## config.mk

```make
export PLATFORM = sky130hd
export DESIGN_NAME = acc_alu_top
export DESIGN_NICKNAME = d
export VERILOG_FILES = /design/src/rtl/acc_alu_pkg.sv /design/src/rtl/acc_alu_decode.sv /design/src/rtl/acc_alu_adder.sv /design/src/rtl/acc_alu_bitops.sv /design/src/rtl/acc_alu_top.sv
export SDC_FILE = /design/constraint.sdc
export NUM_CORES = 1
export LEC_CHECK = 0
export BUFFER_PORTS_ARGS = -buffer_cell sky130_fd_sc_hd__clkbuf_2
export CORE_MARGIN = 2
export CORE_UTILIZATION = 40
export DETAILED_ROUTE_END_ITERATION = 7
export SETUP_SLACK_MARGIN = 0.2
export SKIP_LAST_GASP = 1
export SYNTH_ARGS = -nofsm -noshare
export SYNTH_HDL_FRONTEND = slang
export SYNTH_SLANG_ARGS = --single-unit
```

## constraint.sdc

```tcl
create_clock -name clk -period 9.65 [get_ports clk]
set_input_delay 0.965 -clock clk [delete_from_list [all_inputs] [get_ports clk]]
set_output_delay 0.965 -clock clk [all_outputs]
set_load 0.05 [all_outputs]
```

## src/rtl/acc_alu_pkg.sv

```systemverilog
package acc_alu_pkg;

    localparam int OP_W = 5;

    typedef enum logic [OP_W-1:0] {
        OP_CLR_W  = 5'd0,
        OP_CLR_F  = 5'd1,
        OP_LD_LIT = 5'd2,
        OP_ST_W   = 5'd3,
        OP_LD_F   = 5'd4,
        OP_SWAP   = 5'd5,
        OP_BSET   = 5'd6,
        OP_BCLR   = 5'd7,
        OP_INC    = 5'd8,
        OP_DEC    = 5'd9,
        OP_NOT    = 5'd10,
        OP_ADD_K  = 5'd11,
        OP_ADD_F  = 5'd12,
        OP_ADDC_F = 5'd13,
        OP_SUB_K  = 5'd14,
        OP_SUB_F  = 5'd15,
        OP_SUBB_F = 5'd16,
        OP_AND_K  = 5'd17,
        OP_AND_F  = 5'd18,
        OP_OR_K   = 5'd19,
        OP_OR_F   = 5'd20,
        OP_XOR_K  = 5'd21,
        OP_XOR_F  = 5'd22
    } op_e;

    typedef enum logic [3:0] {
        LU_ZERO,
        LU_PASS_A,
        LU_PASS_W,
        LU_AND,
        LU_OR,
        LU_XOR,
        LU_INC,
        LU_DEC,
        LU_NOT,
        LU_SWAP,
        LU_BSET,
        LU_BCLR
    } lu_op_e;

    typedef enum logic [1:0] {
        DST_FIELD,
        DST_W,
        DST_F
    } dst_mode_e;

    typedef struct packed {
        logic      legal;
        logic      use_lit;
        logic      arith;
        logic      subtract;
        logic      chain_c;
        lu_op_e    lu_op;
        dst_mode_e dst;
        logic      upd_z;
        logic      upd_cdc;
    } ctrl_t;

endpackage

```

## src/rtl/acc_alu_decode.sv

```systemverilog
module acc_alu_decode
    import acc_alu_pkg::*;
(
    input  logic [OP_W-1:0] op_code,
    output ctrl_t           ctrl
);

    always_comb begin
        ctrl         = '0;
        ctrl.legal   = 1'b1;
        ctrl.lu_op   = LU_PASS_A;
        ctrl.dst     = DST_FIELD;
        ctrl.upd_z   = 1'b1;
        case (op_code)
            OP_CLR_W:  begin ctrl.lu_op = LU_ZERO;   ctrl.dst = DST_W; end
            OP_CLR_F:  begin ctrl.lu_op = LU_ZERO;   ctrl.dst = DST_F; end
            OP_LD_LIT: begin ctrl.use_lit = 1'b1;    ctrl.dst = DST_W; end
            OP_ST_W:   begin ctrl.lu_op = LU_PASS_W; ctrl.dst = DST_F; end
            OP_LD_F:   ;
            OP_SWAP:   begin ctrl.lu_op = LU_SWAP;   ctrl.upd_z = 1'b0; end
            OP_BSET:   begin ctrl.lu_op = LU_BSET;   ctrl.dst = DST_F; ctrl.upd_z = 1'b0; end
            OP_BCLR:   begin ctrl.lu_op = LU_BCLR;   ctrl.dst = DST_F; ctrl.upd_z = 1'b0; end
            OP_INC:    ctrl.lu_op = LU_INC;
            OP_DEC:    ctrl.lu_op = LU_DEC;
            OP_NOT:    ctrl.lu_op = LU_NOT;
            OP_ADD_K:  begin ctrl.arith = 1'b1; ctrl.use_lit = 1'b1; ctrl.dst = DST_W; ctrl.upd_cdc = 1'b1; end
            OP_ADD_F:  begin ctrl.arith = 1'b1; ctrl.upd_cdc = 1'b1; end
            OP_ADDC_F: begin ctrl.arith = 1'b1; ctrl.chain_c = 1'b1; ctrl.upd_cdc = 1'b1; end
            OP_SUB_K:  begin ctrl.arith = 1'b1; ctrl.subtract = 1'b1; ctrl.use_lit = 1'b1;
                             ctrl.dst = DST_W; ctrl.upd_cdc = 1'b1; end
            OP_SUB_F:  begin ctrl.arith = 1'b1; ctrl.subtract = 1'b1; ctrl.upd_cdc = 1'b1; end
            OP_SUBB_F: begin ctrl.arith = 1'b1; ctrl.subtract = 1'b1; ctrl.chain_c = 1'b1;
                             ctrl.upd_cdc = 1'b1; end
            OP_AND_K:  begin ctrl.lu_op = LU_AND; ctrl.use_lit = 1'b1; ctrl.dst = DST_W; end
            OP_AND_F:  ctrl.lu_op = LU_AND;
            OP_OR_K:   begin ctrl.lu_op = LU_OR;  ctrl.use_lit = 1'b1; ctrl.dst = DST_W; end
            OP_OR_F:   ctrl.lu_op = LU_OR;
            OP_XOR_K:  begin ctrl.lu_op = LU_XOR; ctrl.use_lit = 1'b1; ctrl.dst = DST_W; end
            OP_XOR_F:  ctrl.lu_op = LU_XOR;
            default:   ctrl = '0;
        endcase
    end

endmodule

```

## src/rtl/acc_alu_adder.sv

```systemverilog
module acc_alu_adder #(
    parameter int DATA_W = 8
) (
    input  logic [DATA_W-1:0] x,
    input  logic [DATA_W-1:0] y,
    input  logic              cin,
    output logic [DATA_W-1:0] sum,
    output logic              cout,
    output logic              hcarry
);

    localparam int NIB_W = DATA_W / 2;

    logic [DATA_W:0] full;
    logic [NIB_W:0]  low;

    always_comb begin
        full   = {1'b0, x} + {1'b0, y} + {{DATA_W{1'b0}}, cin};
        low    = {1'b0, x[NIB_W-1:0]} + {1'b0, y[NIB_W-1:0]} + {{NIB_W{1'b0}}, cin};
        sum    = full[DATA_W-1:0];
        cout   = full[DATA_W];
        hcarry = low[NIB_W];
    end

endmodule

```

## src/rtl/acc_alu_bitops.sv

```systemverilog
module acc_alu_bitops
    import acc_alu_pkg::*;
#(
    parameter int DATA_W = 8,
    parameter int BIT_W  = $clog2(DATA_W)
) (
    input  lu_op_e            lu_op,
    input  logic [DATA_W-1:0] a,
    input  logic [DATA_W-1:0] w,
    input  logic [BIT_W-1:0]  bit_sel,
    output logic [DATA_W-1:0] y
);

    localparam int NIB_W = DATA_W / 2;
    localparam logic [DATA_W-1:0] ONE = {{(DATA_W-1){1'b0}}, 1'b1};

    logic [DATA_W-1:0] mask;

    always_comb begin
        mask = ONE << bit_sel;
        case (lu_op)
            LU_ZERO:   y = '0;
            LU_PASS_A: y = a;
            LU_PASS_W: y = w;
            LU_AND:    y = a & w;
            LU_OR:     y = a | w;
            LU_XOR:    y = a ^ w;
            LU_INC:    y = a + ONE;
            LU_DEC:    y = a - ONE;
            LU_NOT:    y = ~a;
            LU_SWAP:   y = {a[NIB_W-1:0], a[DATA_W-1:NIB_W]};
            LU_BSET:   y = a | mask;
            LU_BCLR:   y = a & ~mask;
            default:   y = '0;
        endcase
    end

endmodule

```

## src/rtl/acc_alu_top.sv

```systemverilog
module acc_alu_top
    import acc_alu_pkg::*;
#(
    parameter int DATA_W = 8,
    parameter int ADDR_W = 7,
    parameter int BIT_W  = $clog2(DATA_W)
) (
    input  logic              clk,
    input  logic              rst_n,
    input  logic              op_valid,
    input  logic [OP_W-1:0]   op_code,
    input  logic              dest_f,
    input  logic [ADDR_W-1:0] f_addr,
    input  logic [DATA_W-1:0] f_rdata,
    input  logic [DATA_W-1:0] lit,
    input  logic [BIT_W-1:0]  bit_sel,
    output logic [DATA_W-1:0] w_q,
    output logic              flag_z,
    output logic              flag_c,
    output logic              flag_dc,
    output logic              rf_we,
    output logic [ADDR_W-1:0] rf_waddr,
    output logic [DATA_W-1:0] rf_wdata
);

    typedef struct packed {
        logic [DATA_W-1:0] w;
        logic              z;
        logic              c;
        logic              dc;
    } state_t;

    state_t state_d, state_q;
    ctrl_t  ctrl;

    logic [DATA_W-1:0] opnd_a;
    logic [DATA_W-1:0] add_y;
    logic              add_cin;
    logic [DATA_W-1:0] add_sum;
    logic              add_cout;
    logic              add_hc;
    logic [DATA_W-1:0] lu_y;
    logic [DATA_W-1:0] result;
    logic              to_f;
    logic              to_w;
    logic              commit;

    acc_alu_decode u_decode (
        .op_code (op_code),
        .ctrl    (ctrl)
    );

    acc_alu_adder #(.DATA_W(DATA_W)) u_adder (
        .x      (opnd_a),
        .y      (add_y),
        .cin    (add_cin),
        .sum    (add_sum),
        .cout   (add_cout),
        .hcarry (add_hc)
    );

    acc_alu_bitops #(.DATA_W(DATA_W), .BIT_W(BIT_W)) u_bitops (
        .lu_op   (ctrl.lu_op),
        .a       (opnd_a),
        .w       (state_q.w),
        .bit_sel (bit_sel),
        .y       (lu_y)
    );

    always_comb begin
        opnd_a  = ctrl.use_lit ? lit : f_rdata;
        add_y   = ctrl.subtract ? ~state_q.w : state_q.w;
        add_cin = ctrl.chain_c ? state_q.c : ctrl.subtract;
        result  = ctrl.arith ? add_sum : lu_y;

        commit  = op_valid & ctrl.legal;
        case (ctrl.dst)
            DST_W:   to_f = 1'b0;
            DST_F:   to_f = 1'b1;
            default: to_f = dest_f;
        endcase
        to_w    = commit & ~to_f;

        state_d = state_q;
        if (to_w) begin
            state_d.w = result;
        end
        if (commit && ctrl.upd_z) begin
            state_d.z = (result == '0);
        end
        if (commit && ctrl.upd_cdc) begin
            state_d.c  = add_cout;
            state_d.dc = add_hc;
        end
    end

    always_ff @(posedge clk or negedge rst_n) begin
        if (!rst_n) begin
            state_q <= '0;
        end else begin
            state_q <= state_d;
        end
    end

    assign w_q      = state_q.w;
    assign flag_z   = state_q.z;
    assign flag_c   = state_q.c;
    assign flag_dc  = state_q.dc;
    assign rf_we    = commit & to_f;
    assign rf_waddr = f_addr;
    assign rf_wdata = result;

endmodule

```

==> results.py, run 1 <==
metrics = {
    "timing": {
        "worstMarginPinSlew_ps": 792,
        "fin_crit_sh": 0.609,
        "finClkSkew_ps": 2.49,
        "rsz0062_at_grt": "no",
        "fmax_ghz": 0.170,
        "setup_tns_ps": 0,
        "finalHoldViolations": 0,
        "finalSetupViolCount": 0,
        "setup_ws_ps": 3780,
        "slew_headroom": 0.467,
        "drv_slew": 0,
        "fin_crit_ps": 5870,
    },
    "logic_synthesis": {
        "synth_edf_count": 0,
        "synth_area_per_cell_sq_um": 7.50,
        "synth_top_cell_by_area": "dfrtp_1",
        "netlist-cell-type-count": 76,
        "yosysSeqAreaShare": 0.107,
        "syn_inst": 342,
        "synthTopCellsByArea": "dfrtp_1 (11%), a21oi_1 (7.2%), ha_1 (6.8%)",
        "netlist_area_sq_um": 2570,
        "ys_seq_elements": 11,
        "synth_top_area_frac": 0.107,
        "ys.flop_type": "dfrtp_1",
        "synthArstFlopShare": 1.00,
        "synthesis.nets": 394,
        "synth_warnings": 0,
    },
    "layout": {
        "mostFrequentLayoutCells": "clkbuf_2 (47), a21oi_1 (37), nor2_1 (22), o21ai_0 (19), nand2_1 (17)",
        "n_fill_cell": 669,
        "layout_commonest_cell": "clkbuf_2",
        "seq_area_sq_um": 275,
        "layout-drive-gt1-share": 0.192,
        "final_nets": 422,
        "antenna_cells": 0,
        "layoutNonFillerInstCount": 446,
        "area_growth_pct": 9.85,
        "multiInputGateArea_sq_um": 2090,
    },
    "floorplan": {
        "start_util": 0.409,
        "rows": 29,
        "io_pins": 62,
        "die_x_um": 84.1,
        "die_h_um": 84.1,
        "core_area_sq_um": 6280,
        "dieArea_sq_um": 7070,
    },
    "place": {
        "dp_hpwl_um": 6930,
        "gp_congestion": 0.958,
        "place_inst": 442,
        "pre_cts_ws_ps": 3890,
        "port_buffers": 47,
    },
    "power": {
        "power_frac_clock": 0.082,
        "switching_power_w": 0.000310,
        "ir_worst_vdd_mv": 0.195,
        "power_frac_seq": 0.196,
        "swShare": 0.581,
        "pwr-share-comb": 0.722,
        "p_leak_nw": 1.31,
        "p_per_area_nw_per_um2": 189,
        "power_w": 0.000534,
        "power.internal_w": 0.000224,
    },
    "critical_path": {
        "cp-end-kind": "output pin",
        "rr_worst_depth": 13,
        "startpoint_type": "primary input",
        "critPathMaxFanout": 31,
        "path_class": "primary input to output pin",
        "cp_data_arrival_time_ps": 4910,
        "crit_required_ps": 8690,
    },
    "grt": {
        "grt_usage": 0.249,
        "grt_pass1_wl_um": 14400,
        "grt_pass1_vias": 2719,
        "antenna_found_initial": 0,
        "overflow": 0,
        "grt_max_degree": 32,
    },
    "clock_network": {
        "h-tree-depth": 1,
        "cts_tree": "built",
        "clk_latency_ps": 230,
        "post_cts_buffers": 0,
        "ctsLongestPathBuffers": 2,
        "cts_made_buffers": 3,
        "cts-hold-fix-buffers": 0,
        "post_cts_resize_count": 0,
        "clkTransAtPathRegs_ps": 50,
        "cts.sinks": 11,
        "cts_root_buffer": "clkbuf_8",
    },
    "job": {
        "drv_cap": 0,
    },
    "detailed_routing": {
        "wl_per_cell_um": 19.6,
        "vias_per_cell": 6.39,
        "drt_wl_total_um": 8760,
        "drtPass1Iterations": 5,
        "antenna_left": 0,
        "drtIter0Drc": 458,
        "vias": 2850,
        "post-route-drc-count": 0,
    },
    "min_path": {
        "hold_path.class": "register to register",
        "whs_path_depth": 2,
    },
    "outcome": {
        "status": "finished, final reports clean",
    },
}
## area by class of cell
type,instances,area share
clock buffers,4,0.0160
repair buffers,49,0.0888
well taps,77,0.0342
inverters,17,0.0226
multi-input cells,288,0.741
flip-flops and latches,11,0.0976
## critical path: stages
cell	delay, ps
clkbuf_2	430
nand2_1	210
nor3b_4	290
nor2_4	120
a21boi_0	650
inv_1	150
ha_1	400
and3_1	200
a2111oi_0	470
o31ai_1	160
xnor2_1	170
o21ai_1	330
clkbuf_2	350
## metrics by stage
stage | utilization | cell area (sq um) | hold slack [ps]
2_1_floorplan | - | 2570 | 669
3_3_place_gp | 0.442 | 2770 | 505
3_5_place_dp | 0.442 | 2770 | 508
4_1_cts | 0.449 | 2820 | 519
5_1_grt | 0.449 | 2820 | 540
6_report | 0.449 | 2820 | 519
## path summary, 6_finish.rpt
kind	slack, ps	endpoint	startpoint
min	520	flag_z$_DFFE_PN0P_	flag_z$_DFFE_PN0P_
max in group asynchronous	8830	w_q[0]$_DFFE_PN0P_	rst_n
min reg2reg	520	flag_z$_DFFE_PN0P_	flag_z$_DFFE_PN0P_
max	3780	rf_wdata[7]	op_code[0]
max reg2reg	5810	flag_z$_DFFE_PN0P_	flag_c$_DFFE_PN0P_
min in group asynchronous	600	w_q[3]$_DFFE_PN0P_	rst_n
## layer usage
metal  global-route usage  vias to the layer above  share of wire
met5                    0                        -              0
li1                     -                     1349              -
met4               0.0748                        0          0.035
met2                0.390                      163           0.44
met1                0.355                     1312           0.44
met3               0.0307                       26          0.089
## power groups by stage
stage / logic, W / clock network [W] / registers, W
2_1_floorplan: 0.000248 / 0 / 0.000146
3_3_place_gp: 0.000380 / 0 / 0.000104
3_5_place_dp: 0.000382 / 0 / 0.000104
4_1_cts: 0.000384 / 0.0000444 / 0.000104
5_1_grt: 0.000415 / 0.0000474 / 0.000107
6_report: 0.000386 / 0.0000435 / 0.000105
## sequential cells by signal (all words and copies together), names as in the netlist
| name | cells |
|---|---|
| flag_c | 1 |
| flag_dc | 1 |
| flag_z | 1 |
| w_q | 8 |
## cell families after synthesis
logic type | Yosys count | share of synthesized area
xor gates and xnor gates | 22 | 0.0751
DFF | 11 | 0.107
adders and majority gates | 17 | 0.0917
muxes | 18 | 0.0814
buffers and inverters | 43 | 0.0790
AOI/OAI and AO/OA | 134 | 0.362
and+or+nand+nor | 97 | 0.204
## cells in the mapped netlist (4+ instances only)
library cell  number
a21o_1             8
a21oi_1           37
a31oi_1            5
and3_1             7
buf_2              6
buf_4              7
clkbuf_1          10
dfrtp_1           11
ha_1              14
inv_1             14
mux2_2             9
mux2i_1            7
nand2_1           17
nand2b_1           7
nand3_1            9
nor2_1            22
nor2b_1            9
nor3_1             8
o211ai_1           5
o21ai_0           19
o21bai_1           4
xnor2_1           12
xor2_1            10
No activity file was read; power rests on OpenSTA's default activity.
==> inputs of run 2 (changes only) <==
==> constraint.sdc (replaced) <==
create_clock -name clk -period 6 [get_ports clk]
set_input_delay 0.6 -clock clk [delete_from_list [all_inputs] [get_ports clk]]
set_output_delay 0.6 -clock clk [all_outputs]
set_load 0.05 [all_outputs]
==> run 2 against run 1 <==
Wire length grew 3.6%. Setup slack got worse by 2700 ps. Via count increased by 2.8%. Power is 63% higher. Die area unchanged. Critical endpoint unchanged. Largest power group unchanged.
==> results.py, run 2 (synthesis results as in run 1) <==
metrics = {
    "place": {
        "port_buffers": 47,
        "gp_congestion": 0.988,
        "dp_hpwl_um": 7120,
    },
    "layout": {
        "largest_reg_flops": 8,
        "fin_util": 0.454,
        "area_growth_pct": 11.0,
        "antenna_cells": 0,
        "layout-drive-gt1-share": 0.201,
        "layout_commonest_cell": "clkbuf_2",
        "final_nets": 426,
        "n_fill_cell": 652,
        "mostFrequentLayoutCells": "clkbuf_2 (47), a21oi_1 (37), nor2_1 (22), o21ai_0 (19), nand2_1 (17)",
    },
    "critical_path": {
        "cp_data_arrival_time_ps": 4340,
        "worstPathCellList": "clkbuf_2, or2_1, o32ai_1, buf_4, xnor2_1, ha_1, a211oi_1, o21bai_1, a21oi_1, o21bai_1, a21oi_1, xnor2_1, a2bb2oi_1, o21ai_1, clkbuf_2",
        "path_delay_family": "compound AO/OA/AOI/OAI gates",
        "path_class": "primary input to output pin",
        "cp-end-kind": "output pin",
        "crit_buf_inv": 3,
        "startpoint_type": "primary input",
        "max_stage_delay_ps": 510,
        "crit_required_ps": 5400,
        "crit_slowest_cell": "o32ai_1",
        "critPathMaxFanout": 25,
    },
    "timing": {
        "rsz0062_at_grt": "no",
        "fin_crit_ps": 4940,
        "finalHoldViolations": 0,
        "finClkSkew_ps": 0.545,
        "finalSetupViolCount": 0,
        "fmax_ghz": 0.202,
        "setup_tns_ps": 0,
        "drv_slew": 0,
        "worstMarginPinSlew_ps": 802,
        "slew_headroom": 0.460,
        "fin_crit_sh": 0.824,
    },
    "detailed_routing": {
        "drt_wl_total_um": 9080,
        "vias_per_cell": 6.51,
        "vias": 2931,
        "drtPass1Iterations": 5,
        "post-route-drc-count": 0,
        "antenna_left": 0,
        "drtIter0Drc": 440,
        "wl_per_cell_um": 20.2,
    },
    "floorplan": {
        "start_util": 0.409,
        "die_x_um": 84.1,
        "rows": 29,
        "io_pins": 62,
        "die_h_um": 84.1,
        "dieArea_sq_um": 7070,
        "core_area_sq_um": 6280,
    },
    "job": {
        "drv_cap": 0,
    },
    "min_path": {
        "hold_path.class": "primary input to asynchronous set/reset pin",
    },
    "clock_network": {
        "clk_latency_ps": 230,
        "cts-hold-fix-buffers": 0,
        "cts_tree": "built",
        "cts_root_buffer": "clkbuf_8",
        "ctsLongestPathBuffers": 2,
        "cts_made_buffers": 3,
        "h-tree-depth": 1,
        "cts.sinks": 11,
        "clkTransAtPathRegs_ps": 50,
        "post_cts_buffers": 0,
        "post_cts_resize_count": 0,
    },
    "power": {
        "p_per_area_nw_per_um2": 305,
        "p_leak_nw": 1.33,
        "ir_worst_vdd_mv": 0.262,
    },
    "grt": {
        "antenna_found_initial": 0,
        "overflow": 0,
        "grt_usage": 0.250,
        "grt_max_degree": 26,
        "grt_pass1_vias": 2777,
        "grt_pass1_wl_um": 14300,
    },
    "outcome": {
        "status": "finished, final reports clean",
    },
}
-- run 2: changes by cell type in the layout (fill, tap and decap cells not counted) --
| cell | delta |
|---|---|
| buf_4 | +4 |
-- run 2: per-stage QoR --
| step | std cells | hold WS, ps | cell area, sq um | setup WS, ps | power [W] |
|---|---|---|---|---|---|
| after floorplan | 342 | 304 | 2570 | 549 | 0.000633 |
| after global placement | 446 | 484 | 2800 | 1140 | 0.000781 |
| after detailed placement | 446 | 480 | 2800 | 1040 | 0.000784 |
| after CTS | 450 | 235 | 2850 | 1120 | 0.000859 |
| after global routing | 450 | 252 | 2850 | 811 | 0.000918 |
| final | 450 | 234 | 2850 | 1060 | 0.000868 |
-- run 2: path summary, 6_finish.rpt --
check	from	end	slack [ps]	cells past startpoint
worst max-delay path	op_code[2]	rf_wdata[7]	1060	15
worst min-delay path	rst_n	w_q[6]$_DFFE_PN0P_	230	1
worst max register to register	flag_c$_DFFE_PN0P_	flag_z$_DFFE_PN0P_	2150	13
worst min register to register	flag_z$_DFFE_PN0P_	flag_z$_DFFE_PN0P_	490	2
max in group asynchronous	rst_n	flag_dc$_DFFE_PN0P_	5550	1
min in group clk	flag_z$_DFFE_PN0P_	flag_z$_DFFE_PN0P_	490	2
-- run 2: layout make-up --
cell class	instances	area, sq um	area share
tap	77	96.3	0.0338
timing repair buffer	53	280	0.0984
multi-input combinational	288	2090	0.733
sequential	11	275	0.0966
inverter	17	63.8	0.0224
clock buffer	4	45.0	0.0158
-- run 2: power by group --
group | switching, W | internal [W] | total (W) | leakage [nW]
sequential | 0.0000703 | 0.000102 | 0.000172 | 0.138
clock | 0.0000245 | 0.0000464 | 0.0000709 | 0.0228
combinational | 0.000413 | 0.000212 | 0.000625 | 1.17
total | 0.000507 | 0.000361 | 0.000868 | 1.33
-- run 2: per-layer routing --
layer | part of all wire | vias to the layer above | global-route usage
met5 | 0 | - | 0
met3 | 0.11 | 41 | 0.0465
met4 | 0.054 | 0 | 0.132
met1 | 0.42 | 1338 | 0.341
met2 | 0.41 | 204 | 0.372
li1 | - | 1348 | -
==> inputs of run 3 (changes only) <==
==> constraint.sdc (replaced) <==
create_clock -name clk -period 4.8 [get_ports clk]
set_input_delay 0.48 -clock clk [delete_from_list [all_inputs] [get_ports clk]]
set_output_delay 0.48 -clock clk [all_outputs]
set_load 0.05 [all_outputs]
==> run 3 against run 2 <==
Worst hold slack got worse by 120 ps. Power up 26%. Sequential share of layout area shrank 0.32 points. Critical endpoint unchanged. Cell count up 2.2%. Clock skew grew 3.9 ps. Wire length is 0.19% lower. Core utilization increased by 1.6 points. Die area unchanged. Highest routed layer unchanged. Sequential power grew 23%. Flip-flop and latch count is the same.
==> results.py, run 3 (synthesis results as in run 1) <==
metrics = {
    "floorplan": {
        "die_x_um": 84.1,
        "rows": 29,
        "start_util": 0.409,
        "io_pins": 62,
        "dieArea_sq_um": 7070,
        "core_area_sq_um": 6280,
        "die_h_um": 84.1,
    },
    "layout": {
        "area_growth_pct": 14.9,
        "postLayoutCellArea_sq_um": 2950,
        "layout_commonest_cell": "clkbuf_2",
        "antenna_cells": 0,
        "n_fill_cell": 653,
        "mostFrequentLayoutCells": "clkbuf_2 (46), a21oi_1 (37), nor2_1 (22), o21ai_0 (19), nand2_1 (17)",
        "final_nets": 436,
        "largest_reg_flops": 8,
        "layout-drive-gt1-share": 0.230,
    },
    "critical_path": {
        "cp-end-kind": "output pin",
        "cp_data_arrival_time_ps": 3890,
        "path_class": "primary input to output pin",
        "startpoint_type": "primary input",
        "worstPathCellList": "clkbuf_2, buf_4, or2_4, o32ai_4, buf_4, xnor2_1, ha_1, a211oi_1, o21bai_1, a21oi_1, o21bai_1, a21oi_1, xnor2_1, a2bb2oi_1, o21ai_1, buf_2",
        "critPathMaxFanout": 17,
        "max_stage_delay_ps": 340,
        "crit_required_ps": 4320,
        "crit_slowest_cell": "buf_2",
    },
    "grt": {
        "antenna_found_initial": 0,
        "grt_max_degree": 29,
        "overflow": 0,
        "grt_pass1_wl_um": 14200,
        "grt_pass1_vias": 2705,
        "grt_usage": 0.250,
    },
    "min_path": {
        "hold_path.class": "primary input to asynchronous set/reset pin",
    },
    "clock_network": {
        "cts_root_buffer": "clkbuf_8",
        "clkTransAtPathRegs_ps": 50,
        "cts-hold-fix-buffers": 0,
        "cts_tree": "built",
        "clk_latency_ps": 230,
        "cts.sinks": 11,
        "cts_made_buffers": 3,
        "ctsLongestPathBuffers": 2,
        "h-tree-depth": 1,
    },
    "timing": {
        "fin_crit_sh": 0.911,
        "setup_ws_ps": 426,
        "rsz0062_at_grt": "no",
        "slew_headroom": 0.365,
        "fin_crit_ps": 4370,
        "finalSetupViolCount": 0,
        "finalHoldViolations": 0,
        "fmax_ghz": 0.229,
        "setup_tns_ps": 0,
        "finClkSkew_ps": 4.42,
        "drv_slew": 0,
        "worstMarginPinSlew_ps": 944,
    },
    "job": {
        "drv_cap": 0,
    },
    "place": {
        "pre_cts_ws_ps": 294,
        "port_buffers": 47,
        "gp_congestion": 1.02,
        "dpl_cell_area_sq_um": 2900,
        "dp_hpwl_um": 7160,
    },
    "detailed_routing": {
        "vias_per_cell": 6.41,
        "drt_wl_total_um": 9060,
        "vias": 2948,
        "drtIter0Drc": 393,
        "antenna_left": 0,
        "post-route-drc-count": 0,
        "drtPass1Iterations": 6,
        "wl_per_cell_um": 19.7,
    },
    "outcome": {
        "status": "finished, final reports clean",
    },
    "power": {
        "p_leak_nw": 1.38,
        "p_per_area_nw_per_um2": 370,
        "ir_worst_vdd_mv": 0.437,
    },
}
-- run 3: per-stage QoR --
step | power, W | hold slack, ps | util | cells
after global routing | 0.00116 | 125 | 0.470 | 460
final | 0.00109 | 109 | 0.470 | 460
after global placement | 0.000982 | 363 | 0.462 | 456
after floorplan | 0.000795 | 184 | - | 342
after CTS | 0.00108 | 116 | 0.470 | 460
after detailed placement | 0.000989 | 364 | 0.462 | 456
-- run 3: path summary, 6_finish.rpt --
check | slack (ps) | startpoint | to | cells past startpoint
min in group clk | 490 | flag_z$_DFFE_PN0P_ | flag_z$_DFFE_PN0P_ | 2
max | 430 | op_code[3] | rf_wdata[7] | 16
max in group asynchronous | 4480 | rst_n | flag_z$_DFFE_PN0P_ | 1
max reg2reg | 1110 | flag_c$_DFFE_PN0P_ | flag_z$_DFFE_PN0P_ | 13
min reg2reg | 490 | flag_z$_DFFE_PN0P_ | flag_z$_DFFE_PN0P_ | 2
min | 110 | rst_n | flag_dc$_DFFE_PN0P_ | 1
-- run 3: where the power goes --
part / internal, W / total (W) / leakage [nW] / switching (W)
Sequential: 0.000128 / 0.000212 / 0.138 / 0.0000840
Combinational: 0.000274 / 0.000787 / 1.22 / 0.000513
Clock: 0.0000582 / 0.0000911 / 0.0228 / 0.0000329
-- run 3: timing repair --
| item | CTS | global route |
|---|---|---|
| setup buffers | 0 | 0 |
| endpoints found under the setup margin | 0 | 1 |
| gates resized for setup | 0 | 1 |
-- run 3: final cells by class --
cell class / instances / area (sq um) / share of cell area
multi-input combinational: 288 / 2110 / 0.716
timing repair buffer: 63 / 355 / 0.121
sequential: 11 / 275 / 0.0934
tap: 77 / 96.3 / 0.0327
inverter: 17 / 63.8 / 0.0216
clock buffer: 4 / 45.0 / 0.0153
-- run 3: routing by layer --
metal	routed length [um]	global-route usage	vias up
met1	3990	0.345	1370
li1	-	-	1383
met3	777	0.0356	24
met5	0	0	-
met4	163	0.0733	0
met2	4130	0.401	171
-- run 3: worst max-delay path: cells and delay by family --
family          cells  cell delay [ps]
compound gates      8             1520
xor+xnor            2              370
fa+ha+maj           1              310
buf+inv             4              930
simple gates        1              270
